[config.mk]
export PLATFORM = sky130hd
export DESIGN_NAME = palMapRegs
export DESIGN_NICKNAME = d
export VERILOG_FILES = /design/src/rtl/palMapPkg.sv /design/src/rtl/palMapCtrl.sv /design/src/rtl/palMapData.sv /design/src/rtl/palMapRegs.sv
export SDC_FILE = /design/constraint.sdc
export NUM_CORES = 1
export LEC_CHECK = 0
export BUFFER_PORTS_ARGS = -buffer_cell sky130_fd_sc_hd__buf_4
export CORE_ASPECT_RATIO = 0.9
export CORE_MARGIN = 2
export CORE_UTILIZATION = 60
export CTS_BUF_LIST = sky130_fd_sc_hd__clkbuf_4 sky130_fd_sc_hd__clkbuf_8
export DETAILED_ROUTE_END_ITERATION = 16
export GPL_ROUTABILITY_DRIVEN = 1
export GPL_TIMING_DRIVEN = 0
export MAX_ROUTING_LAYER = met4
export PLACE_DENSITY_LB_ADDON = 0.05
export REMOVE_ABC_BUFFERS = 1
export SLEW_MARGIN = 20
export SYNTH_ARGS = -nofsm -noshare
export SYNTH_HDL_FRONTEND = slang
export SYNTH_HIERARCHICAL = 1
export SYNTH_SLANG_ARGS = --single-unit
[constraint.sdc]
create_clock -name clk -period 7.1 [get_ports clk]
set_input_delay 0.71 -clock clk [delete_from_list [all_inputs] [get_ports clk]]
set_output_delay 0.71 -clock clk [all_outputs]
set_load 0.01 [all_outputs]
[src/rtl/palMapPkg.sv]
package palMapPkg;
  parameter int IDX_W       = 5;
  parameter int NUM_INKS    = 16;
  parameter int PAL_ENTRIES = NUM_INKS + 1;
  parameter int BORDER_SLOT = NUM_INKS;
  parameter int SLOT_W      = $clog2(PAL_ENTRIES);
  parameter int CH_W        = 2;
  parameter int RGB_W       = 3 * CH_W;
  parameter int PAGE_BITS   = 2;
  parameter int NUM_PAGES   = 1 << PAGE_BITS;
  parameter int OFS_W       = 14;
  parameter int BLK_W       = 6;
  parameter int PHYS_W      = BLK_W + OFS_W;
  parameter int CPU_W       = PAGE_BITS + OFS_W;
  parameter int CFG_W       = 3;
  parameter int BANK_W      = 3;
  parameter int PAYLOAD_W   = 6;
  parameter int DATA_W      = 8;
  parameter int MODE_W      = PAYLOAD_W;
  parameter int LEVELS      = 3;

  typedef enum logic [1:0] {
    FN_INDEX = 2'b00,
    FN_INK   = 2'b01,
    FN_MODE  = 2'b10,
    FN_BANK  = 2'b11
  } ioFunc_t;

  typedef struct packed {
    logic                  idxWr;
    logic                  inkWr;
    logic                  modeWr;
    logic                  bankWr;
    logic                  mapMode;
    logic [PAGE_BITS-1:0]  pageSel;
    logic [PAYLOAD_W-1:0]  payload;
  } regStrobes_t;

  // Colour number -> three base-3 digits, G most significant.
  function automatic logic [RGB_W-1:0] compatColour(input logic [IDX_W-1:0] n);
    int v, r, g, b;
    v = int'(n);
    if (v >= LEVELS * LEVELS * LEVELS) return '0;
    g = v / (LEVELS * LEVELS);
    r = (v / LEVELS) % LEVELS;
    b = v % LEVELS;
    return {CH_W'(r), CH_W'(g), CH_W'(b)};
  endfunction

  // Whole-map layout for compatible banking mode.
  function automatic logic [BLK_W-1:0] compatBlock(input logic [CFG_W-1:0] cfg,
                                                   input logic [BANK_W-1:0] bank,
                                                   input int page);
    int ext, blk;
    ext = NUM_PAGES + NUM_PAGES * int'(bank);
    case (cfg)
      3'd0:    blk = page;
      3'd1:    blk = (page == NUM_PAGES-1) ? ext + NUM_PAGES-1 : page;
      3'd2:    blk = ext + page;
      3'd3:    blk = (page == 1) ? NUM_PAGES-1 : ((page == NUM_PAGES-1) ? ext + NUM_PAGES-1 : page);
      default: blk = (page == 1) ? ext + int'(cfg) - NUM_PAGES : page;
    endcase
    return BLK_W'(blk);
  endfunction

  function automatic logic [SLOT_W-1:0] slotOf(input logic [IDX_W-1:0] idx);
    return (int'(idx) >= NUM_INKS) ? SLOT_W'(BORDER_SLOT) : SLOT_W'(idx);
  endfunction
endpackage

[src/rtl/palMapCtrl.sv]
module palMapCtrl
  import palMapPkg::*;
(
  input  logic                 ioWr,
  input  logic                 ioAddr15,
  input  logic [PAGE_BITS-1:0] ioAddrPage,
  input  logic [DATA_W-1:0]    ioData,
  input  logic                 mapperMode,
  output regStrobes_t          strobes
);
  ioFunc_t fn;
  logic    hit;

  always_comb begin
    fn  = ioFunc_t'(ioData[DATA_W-1 -: 2]);
    hit = ioWr && !ioAddr15;
    strobes.idxWr   = hit && (fn == FN_INDEX);
    strobes.inkWr   = hit && (fn == FN_INK);
    strobes.modeWr  = hit && (fn == FN_MODE);
    strobes.bankWr  = hit && (fn == FN_BANK);
    strobes.mapMode = mapperMode;
    strobes.pageSel = ioAddrPage;
    strobes.payload = ioData[PAYLOAD_W-1:0];
  end
endmodule

[src/rtl/palMapData.sv]
module palMapData
  import palMapPkg::*;
(
  input  logic               clk,
  input  logic               rstN,
  input  regStrobes_t        strobes,
  input  logic [IDX_W-1:0]   palRdIdx,
  input  logic [CPU_W-1:0]   cpuAddr,
  output logic [RGB_W-1:0]   palRgb,
  output logic               capsLed,
  output logic [MODE_W-2:0]  modeCfg,
  output logic [PHYS_W-1:0]  physAddr
);
  logic [IDX_W-1:0]  curIdx;
  logic [RGB_W-1:0]  palMem [PAL_ENTRIES];
  logic [RGB_W-1:0]  inkValue;
  logic [MODE_W-1:0] modeReg;
  logic [NUM_PAGES-1:0][BLK_W-1:0] pageBlk;
  logic [NUM_PAGES-1:0][BLK_W-1:0] compatNext;
  logic [CFG_W-1:0]  cfgSel;
  logic [BANK_W-1:0] bankSel;

  assign inkValue = strobes.mapMode ? strobes.payload[RGB_W-1:0]
                                    : compatColour(strobes.payload[IDX_W-1:0]);

  always_ff @(posedge clk or negedge rstN) begin
    if (!rstN) begin
      curIdx <= '0;
      for (int i = 0; i < PAL_ENTRIES; i++) palMem[i] <= '0;
    end else begin
      if (strobes.idxWr) curIdx <= strobes.payload[IDX_W-1:0];
      if (strobes.inkWr) palMem[slotOf(curIdx)] <= inkValue;
    end
  end

  assign palRgb = palMem[slotOf(palRdIdx)];

  always_ff @(posedge clk or negedge rstN) begin
    if (!rstN)               modeReg <= '0;
    else if (strobes.modeWr) modeReg <= strobes.payload[MODE_W-1:0];
  end

  assign capsLed = modeReg[MODE_W-1];
  assign modeCfg = modeReg[MODE_W-2:0];

  assign cfgSel  = strobes.payload[CFG_W-1:0];
  assign bankSel = strobes.payload[CFG_W +: BANK_W];

  for (genvar p = 0; p < NUM_PAGES; p++) begin : gCompat
    assign compatNext[p] = compatBlock(cfgSel, bankSel, p);
  end

  always_ff @(posedge clk or negedge rstN) begin
    if (!rstN) begin
      for (int p = 0; p < NUM_PAGES; p++) pageBlk[p] <= BLK_W'(p);
    end else if (strobes.bankWr) begin
      for (int p = 0; p < NUM_PAGES; p++) begin
        if (!strobes.mapMode)
          pageBlk[p] <= compatNext[p];
        else if (strobes.pageSel == PAGE_BITS'(p))
          pageBlk[p] <= strobes.payload[BLK_W-1:0];
      end
    end
  end

  assign physAddr = {pageBlk[cpuAddr[CPU_W-1:OFS_W]], cpuAddr[OFS_W-1:0]};
endmodule

[src/rtl/palMapRegs.sv]
module palMapRegs
  import palMapPkg::*;
(
  input  logic                 clk,
  input  logic                 rstN,
  input  logic                 ioWr,
  input  logic                 ioAddr15,
  input  logic [PAGE_BITS-1:0] ioAddrPage,
  input  logic [DATA_W-1:0]    ioData,
  input  logic                 mapperMode,
  input  logic [IDX_W-1:0]     palRdIdx,
  input  logic [CPU_W-1:0]     cpuAddr,
  output logic [RGB_W-1:0]     palRgb,
  output logic                 capsLed,
  output logic [MODE_W-2:0]    modeCfg,
  output logic [PHYS_W-1:0]    physAddr
);
  regStrobes_t strobes;

  palMapCtrl ctrl_i (
    .ioWr(ioWr), .ioAddr15(ioAddr15), .ioAddrPage(ioAddrPage),
    .ioData(ioData), .mapperMode(mapperMode), .strobes(strobes)
  );

  palMapData data_i (
    .clk(clk), .rstN(rstN), .strobes(strobes), .palRdIdx(palRdIdx),
    .cpuAddr(cpuAddr), .palRgb(palRgb), .capsLed(capsLed),
    .modeCfg(modeCfg), .physAddr(physAddr)
  );
endmodule

### After elaboration in Yosys (flattened, before gate mapping)

Index checks and enable logic that the tools add are counted.

| word-level totals | value |
|---|---|
| input port bits | 36 |
| register bits after elaboration | 137 |
| output and inout bits | 32 |
| word-level logic and storage cells | 99 |

| operators by class | value |
|---|---|
| $lt $le $gt $ge | 7 |
| reduce and logical (&&, ||, !) cells | 16 |
| multiplexer cells | 26 |
| add/subtract/negate cells | 8 |
| eq/ne operators | 13 |
| div/mod/pow operators | 4 |
| bitwise logic cells | 2 |

Operators with widths:

| operator | count |
|---|---|
| bitwise mux 102 bit | 1 |
| 2-to-1 mux 6 bit | 17 |
| divider 6 x 3 -> 32 bit, second input constant | 1 |
| divider 6 x 5 -> 32 bit, second input constant | 1 |
| remainder unit 32 x 3 -> 32 bit, second input constant | 1 |
| remainder unit 6 x 3 -> 32 bit, second input constant | 1 |
| binary-select mux 6 bit (select 5 bit) | 1 |
| demux 6 bit (select 5 bit) | 1 |
| case mux 6 bit (3 select lines) | 1 |
| greater-or-equal comparator 5 bit, second input constant | 3 |
| adder 6 x 3 -> 6 bit, second input constant | 2 |
| binary-select mux 6 bit (select 2 bit) | 1 |
| greater-or-equal comparator 6 bit, second input constant | 2 |
| inverter 5 -> 6 bit | 2 |
| case mux 6 bit (2 select lines) | 1 |
| 2-to-1 mux 5 bit | 2 |
| == test 2 bit, second input constant | 4 |
| inequality test 2 x 1 -> 1 bit, second input constant | 4 |
| AND reduction 2 bit | 4 |
| adder 3 x 5 -> 6 bit, first input constant | 1 |
| adder 6 x 2 -> 6 bit, second input constant | 1 |
| adder 6 x 4 -> 6 bit | 1 |
| adder 6 x 4 -> 6 bit, second input constant | 1 |
| == test 3 x 2 -> 1 bit, second input constant | 2 |
| 12 further kinds | 20 |

### Depth between registers and ports, before layout

Gate-level depths: netlist of run 1.

| depth | value |
|---|---|
| word-level depth | 8 |
| gate-level depth with buffers | 33 |
| gate-level depth less buffers | 29 |

### By module

The synthesis of run 1 kept the hierarchy.

Modules (own cells, without submodules):

| module | seq. area each (um^2) | area each (um^2) | instances | cells an instance |
|---|---|---|---|---|
| palMapData | 3433.3 | 7516.0 | 1 | 791 |
| palMapCtrl | 0.0 | 117.6 | 1 | 13 |

### Worst setup path after synthesis of run 1

OpenSTA, ideal clock, no wires.

| timing path | value |
|---|---|
| path type | input port to flip-flop |
| start point | in ioData[2] |
| end point | reg data_i/palMem[82] (netlist bit) |
| setup time | 0.128 ns |
| setup slack | 0.765 ns |
| cell stages on the path | 31 |
| data required time | 6.972 ns |
| path buffers | 4 |
| data arrival time | 6.207 ns |
| cell sequence | buf_4 > inv_1 > ha_1 > or2_2 > ha_1 > nand2b_1 > nor3_1 > nor2_1 > a21boi_0 > inv_1 > ha_1 > inv_1 > o211ai_1 > a21o_1 > a311o_1 > buf_2 > xnor2_1 > ha_1 > nand2b_1 > a221oi_1 > nand2_1 > a221o_1 > buf_2 > o211ai_1 > o21ai_0 > ha_1 > nor3_1 > xnor2_1 > a21oi_1 > buf_2 > o21ai_1 |

| between the ends | value |
|---|---|
| cells in the longest elaborated chain, start to end | 5 |
| elaborated cells between the ends (all ways) | 7 |
| those cells by class | 2 x div; 1 x order compare; 4 x mux |

RTL lines:

| what | RTL line | RTL |
|---|---|---|
| from (decl) | palMapRegs.sv:9 | `input logic [DATA_W-1:0] ioData,` |
| divider 6 x 3 -> 32 bit / greater-or-equal comparator 5 bit (equally long branches) | palMapPkg.sv:45, palMapPkg.sv:43 |  |
| remainder unit 32 x 3 -> 32 bit / 2-to-1 mux 1 bit (equally long branches) | palMapPkg.sv:45, palMapPkg.sv:43 |  |
| 2-to-1 mux 6 bit (*) | palMapPkg.sv:44 | `g = v / (LEVELS * LEVELS);` |
| 2-to-1 mux 6 bit (*) | palMapData.sv:23 | `assign inkValue = strobes.mapMode ? strobes.payload[RGB_W-1:0]` |
| bitwise mux 102 bit (*) | palMapData.sv:32 | `if (strobes.inkWr) palMem[slotOf(curIdx)] <= inkValue;` |
| to (signal, indexed assignment) | palMapData.sv:32 |  |
| to (decl) | palMapData.sv:15 | `logic [RGB_W-1:0] palMem [PAL_ENTRIES];` |

Every way passes the cells marked *; elsewhere a longest branch is shown, timed or not.
A chain may end at the register's enable or synchronous reset.

### Worst setup path after layout of run 1

| timing path | value |
|---|---|
| start point | in ioData[2] |
| end point | reg data_i/palMem[77] (netlist bit) |

The elaborated chain is that of the path after synthesis.

==> run_results.csv, run 1 <==
group,metric,value,unit
yosys,synthCells,804,
clock_network,clock_sinks,137,
placed_design,gp_congestion,0.884,
yosys,ys_warn_count,6,
sta,slew_violations,0,
worst_setup_path,crit_fanout,17,
yosys,synth-main-ff-cell,"dfrtp_1",
clock_network,clk_pin_slew_worst_paths,0.07,ns
placed_design,port_buffers,39,
clock_network,cts_tree,"built",
clock_network,root_buffer,"clkbuf_8",
sta,relSlewSlack,36.4,%
job,drv_cap,0,
layout,area_delta_synth_final,8.34,%
placed_design,post-dp-hpwl,12200,um
clock_network,htreeDepth,4,
worst_setup_path,cpMostUsedCell,"ha_1",
sta,finalHoldViolCount,0,
clock_network,clk_latency,0.45,ns
power,cellPowerDensity,256,nW/um^2
global_routing,grt_util_all_layers,29.5,%
layout,final_nets,855,
worst_setup_path,worstReg2RegEnd,"data_i/palMem[12]",
worst_setup_path,max_stage_delay,0.43,ns
worst_setup_path,end_kind,"flip-flop",
layout,final_common_cell,"nand2_1",
worst_setup_path,crit_type,"input port to flip-flop",
global_routing,grt_max_degree,104,
routing,drtIter0Drc,527,
yosys,synth_area,7630,um^2
sta,fin_crit,6.56,ns
yosys,avgSynthCellArea,9.49,um^2
routing,viasPerCell,6.14,
worst_setup_path,crit_arrival,6.92,ns
sta,finalSetupViolCount,0,
worst_setup_path,ff2ff_setup_slack,4.85,ns
clock_network,cts_buffer_depth,2,
routing,ant_nets,0,
floorplan,rows,39,
routing,drc_errors,0,
worst_setup_path,r2r_start,"data_i/curIdx[4]",
floorplan,start_util,60.9,%
worst_setup_path,startpoint,"ioData[2]",
routing,vias,5977,
sta,worstMarginPinSlew,0.955,ns
global_routing,grt_pass1_wl,30000,um
power,vdd_drop_max,0.000169,V
layout,n_antenna_cell,0,
power,finalPower,2.12,mW
clock_network,cts_hold_buf,0,
sta,setup-tns-final,0,ns
global_routing,grt_pass1_vias,5888,
sta,fin_skew,0.00765,ns
routing,routed_wl,18200,um
power,p_leak,3.69,nW
yosys,synth_seq_cells,137,
routing,wl_per_cell,18.7,um
worst_setup_path,critPathLaunchType,"input port",
global_routing,grt_overflow,0,
floorplan,fp.dieH,111,um
min_path,worstHoldPathType,"input port to async pin",
floorplan,design.core.area,12500,um^2
sta,grt_setup_unrepaired,"false",
worst_setup_path,rr_worst_depth,5,
layout,final_core_util,65.9,%
floorplan,die_x,123,um
run_status,outcome,"completed",
sta,fmax,153,MHz
clock_network,cts_inserted_buffers,17,
yosys,yosysSeqAreaShare,45.0,%
yosys,async_flop_share,100,%
layout,drive_gt1_share,16.8,%
floorplan,die-area,13600,um^2
routing,first_pass_iters,5,
worst_setup_path,critPathSlowestCell,"a311o_1",
layout,final_cell_mix,"nand2_1, o21ai_0, dfrtp_1",
yosys,synth_cell_types,67,
worst_setup_path,worstPathRequired,7.46,ns
yosys,synth_edf_count,0,
floorplan,ioPinCount,68,
sta,fin_crit_sh,92.4,%
global_routing,antenna_found_initial,0,
## metrics by stage
step | area, um^2 | hold slack (ns) | worst slack, ns | cells
2_1_floorplan | 7270 | 0.414 | 0.722 | 736
3_3_place_gp | 7770 | 0.457 | -0.858 | 939
3_5_place_dp | 7840 | 0.467 | -0.458 | 941
4_1_cts | 8230 | 0.101 | 0.00562 | 972
5_1_grt | 8270 | 0.115 | 0.0222 | 973
6_report | 8270 | 0.109 | 0.543 | 973
## worst max-delay path, delay by kind of cell
kind | cells | cell delay, ns
AND/OR/NAND/NOR | 10 | 1.70
adder cells (fa/ha/maj) | 5 | 1.35
buffers and inverters | 4 | 0.63
XOR/XNOR | 1 | 0.18
AO/OA/AOI/OAI | 10 | 2.30
## metal layers
layer	up-vias	global-route usage (%)	share of wire [%]
met3	33	6.07	5.5
met1	2911	41.7	46
met4	0	9.35	1.9
met2	185	43.1	47
met5	-	-	0
li1	2848	-	-
## area by class of cell
cell class              instances  area, um^2
fillers                      1024        4270
flip-flops and latches        137        3430
repair buffers                 42         368
multi-input cells             582        3810
clock buffers                  23         292
well taps                     164         205
inverters                      17        63.8
clock inverters                 8        96.3
## cell usage after synthesis (all sizes together), types with 10 or more instances
library cell	count	area share [%]
dfrtp	133	44
mux2i	23	3.0
buf	35	3.1
o21ai	146	9.6
clkbuf	33	1.6
o22ai	10	0.82
ha	21	3.4
a21oi	38	2.5
mux2	23	3.4
inv	17	0.84
nand3	11	0.79
mux4	19	5.6
nor2	27	1.3
a31oi	12	0.98
nand2	149	7.3
nor3	11	0.72
## repair_timing
action                                  in CTS  in global routing
setup buffers                                0                  1
resized for setup                            0                  4
endpoints found under the setup margin       0                 34
## kinds of logic after synthesis
family / Yosys count / synth area share, %
simple gates: 236 / 13.9
fa+ha+maj: 22 / 3.70
buf+inv: 85 / 5.61
mux: 65 / 12.0
compound gates: 253 / 19.1
flops: 137 / 45.0
xor+xnor: 6 / 0.689
## sequential cells by signal (all words and copies together) (netlist names)
signal / count
data_i/curIdx: 5
data_i/palMem: 102
data_i/modeReg: 6
data_i/pageBlk: 24
## where the power goes
part	switching [mW]	internal, mW	leakage (nW)	total [mW]
Sequential	0.0838	0.921	1.82	1.00
Combinational	0.268	0.216	1.66	0.484
Clock	0.288	0.342	0.203	0.630
## how the worst max path moves through the flow
stage | to | slack (ns) | cells after the start
finish | data_i/palMem[77] | 0.54 | 30
floorplan | data_i/palMem[10] | 0.72 | 27
CTS | data_i/palMem[16] | 0.006 | 28
global placement | data_i/palMem[28] | -0.86 | 28
global route | data_i/palMem[101] | 0.02 | 29
detailed placement | data_i/palMem[16] | -0.46 | 28
No activity file was read; power rests on OpenSTA's default activity.
==> run 2, diff against run 1 <==
- SYNTH_HIERARCHICAL: 1 -> not set
==> run 2 against run 1 <==
  * Sequential share of layout area is 0.14 points lower
  * Worst hold slack better by 0.060 ns
  * Synthesized cell count fell by 4.0%
  * Die area fell by 0.13%
  * Critical path depth decreased by 9
==> run_results.csv, run 2 <==
group,metric,value,unit
worst_setup_path,cp_cell_sequence,"buf_4 -> inv_1 -> ha_1 -> and2_0 -> nand3_1 -> a2111o_1 -> nand2_1 -> ha_1 -> nor3_2 -> a21oi_1 -> nor2_1 -> ha_1 -> a2111o_1 -> a2111oi_4 -> and3_1 -> o21ai_0 -> ha_1 -> a21o_1 -> a32oi_1 -> o31a_1 -> o21ai_0",
routing,routed_wl,18200,um
routing,ant_nets,0,
worst_setup_path,crit_type,"input port to flip-flop",
clock_network,cts_resized,0,
layout,final_nets,822,
worst_setup_path,crit_arrival,6.15,ns
layout,regMostFlops,"data_i.palMem",
yosys,ys_warn_count,0,
layout,multi_input_area,3810,um^2
layout,layout.cells.non_filler,941,
routing,first_pass_iters,5,
sta,fin_skew,0.00505,ns
power,cellPowerDensity,262,nW/um^2
sta,slew_violations,0,
power,p_int,1.53,mW
placed_design,gp_congestion,0.917,
clock_network,cts_tree,"built",
clock_network,clk_pin_slew_worst_paths,0.08,ns
layout,drive_gt1_share,19.3,%
layout,largest_register_ffs,102,
layout,reg_top3,"data_i.palMem: 102 flops, data_i.pageBlk: 24 flops, data_i.modeReg: 6 flops",
floorplan,design.core.area,12500,um^2
floorplan,die-area,13600,um^2
placed_design,post-dp-hpwl,12400,um
yosys,yosysSeqAreaShare,45.0,%
sta,setup-tns-final,0,ns
sta,finalSetupViolCount,0,
floorplan,ioPinCount,68,
global_routing,grt_pass1_vias,5854,
routing,drtIter0Drc,438,
yosys,avgSynthCellArea,9.88,um^2
floorplan,fp.dieH,111,um
placed_design,dp_cells,909,
yosys,synth-main-ff-cell,"dfrtp_1",
sta,fin_crit_sh,82.3,%
clock_network,clock_sinks,137,
layout,design_area,8300,um^2
yosys,synth_area_leaders,"dfrtp_1, mux4_2, mux2_2, nand2_1, o21ai_0",
global_routing,antenna_found_initial,0,
routing,wl_per_cell,19.3,um
layout,seq_area,3430,um^2
worst_setup_path,critPathSlowestCell,"o31a_1",
sta,fin_crit,5.84,ns
worst_setup_path,cpMostUsedCell,"ha_1",
routing,drc_errors,0,
yosys,synth_cell_types,68,
global_routing,grt_util_all_layers,29.3,%
power,clkPwrFrac,32.4,%
clock_network,htreeDepth,4,
routing,viasPerCell,6.16,
worst_setup_path,crit_fanout,17,
worst_setup_path,max_stage_delay,0.63,ns
sta,finalHoldViolCount,0,
sta,whs,0.169,ns
sta,worstMarginPinSlew,1.27,ns
min_path,worstHoldPathType,"input port to async pin",
run_status,outcome,"completed",
clock_network,cts_buffer_depth,2,
clock_network,clk_latency,0.46,ns
yosys,synth.most_common_cell,"dfrtp_1",
yosys,yosys-top-cells-count,"dfrtp_1, nand2_1, nor2_1, o21ai_0, a21oi_1",
worst_setup_path,worstPathRequired,7.41,ns
placed_design,port_buffers,39,
global_routing,grt_pass1_wl,29600,um
sta,fmax,171,MHz
yosys,yosysTopAreaCellShare,43.7,%
worst_setup_path,end_kind,"flip-flop",
layout,fillers,950,
yosys,synthCells,772,
yosys,synth.largest_area_cell,"dfrtp_1",
layout,final_common_cell,"dfrtp_1",
global_routing,grt_max_degree,85,
placed_design,detailed_place.area,7860,um^2
sta,relSlewSlack,14.2,%
floorplan,rows,39,
yosys,synth_seq_cells,137,
clock_network,cts_hold_buf,0,
placed_design,preCtsSetupSlack,0.822,ns
power,comb_power_share,22.2,%
yosys,synth_area,7620,um^2
sta,setup_slack,1.26,ns
yosys,synth_edf_count,0,
routing,vias,5800,
power,p_leak,3.69,nW
power,swShare,29.7,%
power,vdd_drop_max,0.000173,V
worst_setup_path,critPathLaunchType,"input port",
layout,area_delta_synth_final,8.86,%
yosys,async_flop_share,100,%
clock_network,cts_inserted_buffers,17,
floorplan,die_x,123,um
layout,n_antenna_cell,0,
clock_network,root_buffer,"clkbuf_8",
layout,final_cell_mix,"dfrtp_1, nand2_1, nor2_1",
clock_network,post_cts_buffers,0,
floorplan,start_util,60.8,%
power,switchingPower,0.646,mW
power,seqPwrFrac,45.4,%
job,drv_cap,0,
sta,grt_setup_unrepaired,"false",
global_routing,grt_overflow,0,
run 2: layout make-up:
class | count | area share [%]
inverters | 16 | 0.724
repair buffers | 42 | 4.28
flip-flops and latches | 137 | 41.4
well taps | 164 | 2.47
clock buffers | 20 | 3.17
clock inverters | 12 | 2.08
multi-input cells | 550 | 45.9
run 2: per-layer routing:
layer  share of wire [%]  GRT usage, %
met2                  50          46.9
met5                   0             -
met1                  43          37.0
met3                 5.8          7.10
met4                 1.3          8.66
run 2: final timing paths:
| kind | cells past startpoint | start | end | slack [ns] |
|---|---|---|---|---|
| setup / recovery | 21 | ioData[3] | data_i.palMem[5] | 1.26 |
| hold / removal | 1 | rstN | data_i.palMem[77] | 0.17 |
| setup reg to reg | 4 | data_i.curIdx[4] | data_i.palMem[60] | 4.76 |
| hold reg to reg | 2 | data_i.palMem[95] | data_i.palMem[95] | 0.48 |
| max in group asynchronous | 2 | rstN | data_i.pageBlk[18] | 6.16 |
| min in group clk | 2 | data_i.palMem[95] | data_i.palMem[95] | 0.48 |
run 2: critical path: cells and delay by family:
family	cells	cell delay (ns)
simple gates	6	1.10
fa+ha+maj	4	1.19
buf+inv	2	0.34
compound gates	9	2.77
run 2: metrics by stage:
stage	util [%]	power, mW
after global routing	66.2	2.28
final	66.2	2.18
after global placement	62.1	1.45
after CTS	66.2	2.19
after floorplan	-	1.29
after detailed placement	62.7	1.48
run 2: cell families after synthesis:
group	share of synthesized area, %
compound gates	17.7
xor+xnor	0.706
fa+ha+maj	3.71
buf+inv	5.10
flops	45.0
mux	14.9
simple gates	12.9
run 2: power groups by stage:
| stage | combinational (mW) | sequential (mW) | clock [mW] |
|---|---|---|---|
| 2_1_floorplan | 0.311 | 0.982 | 0 |
| 3_3_place_gp | 0.460 | 0.992 | 0 |
| 3_5_place_dp | 0.482 | 1.00 | 0 |
| 4_1_cts | 0.484 | 0.987 | 0.714 |
| 5_1_grt | 0.533 | 1.00 | 0.746 |
| 6_report | 0.483 | 0.988 | 0.705 |
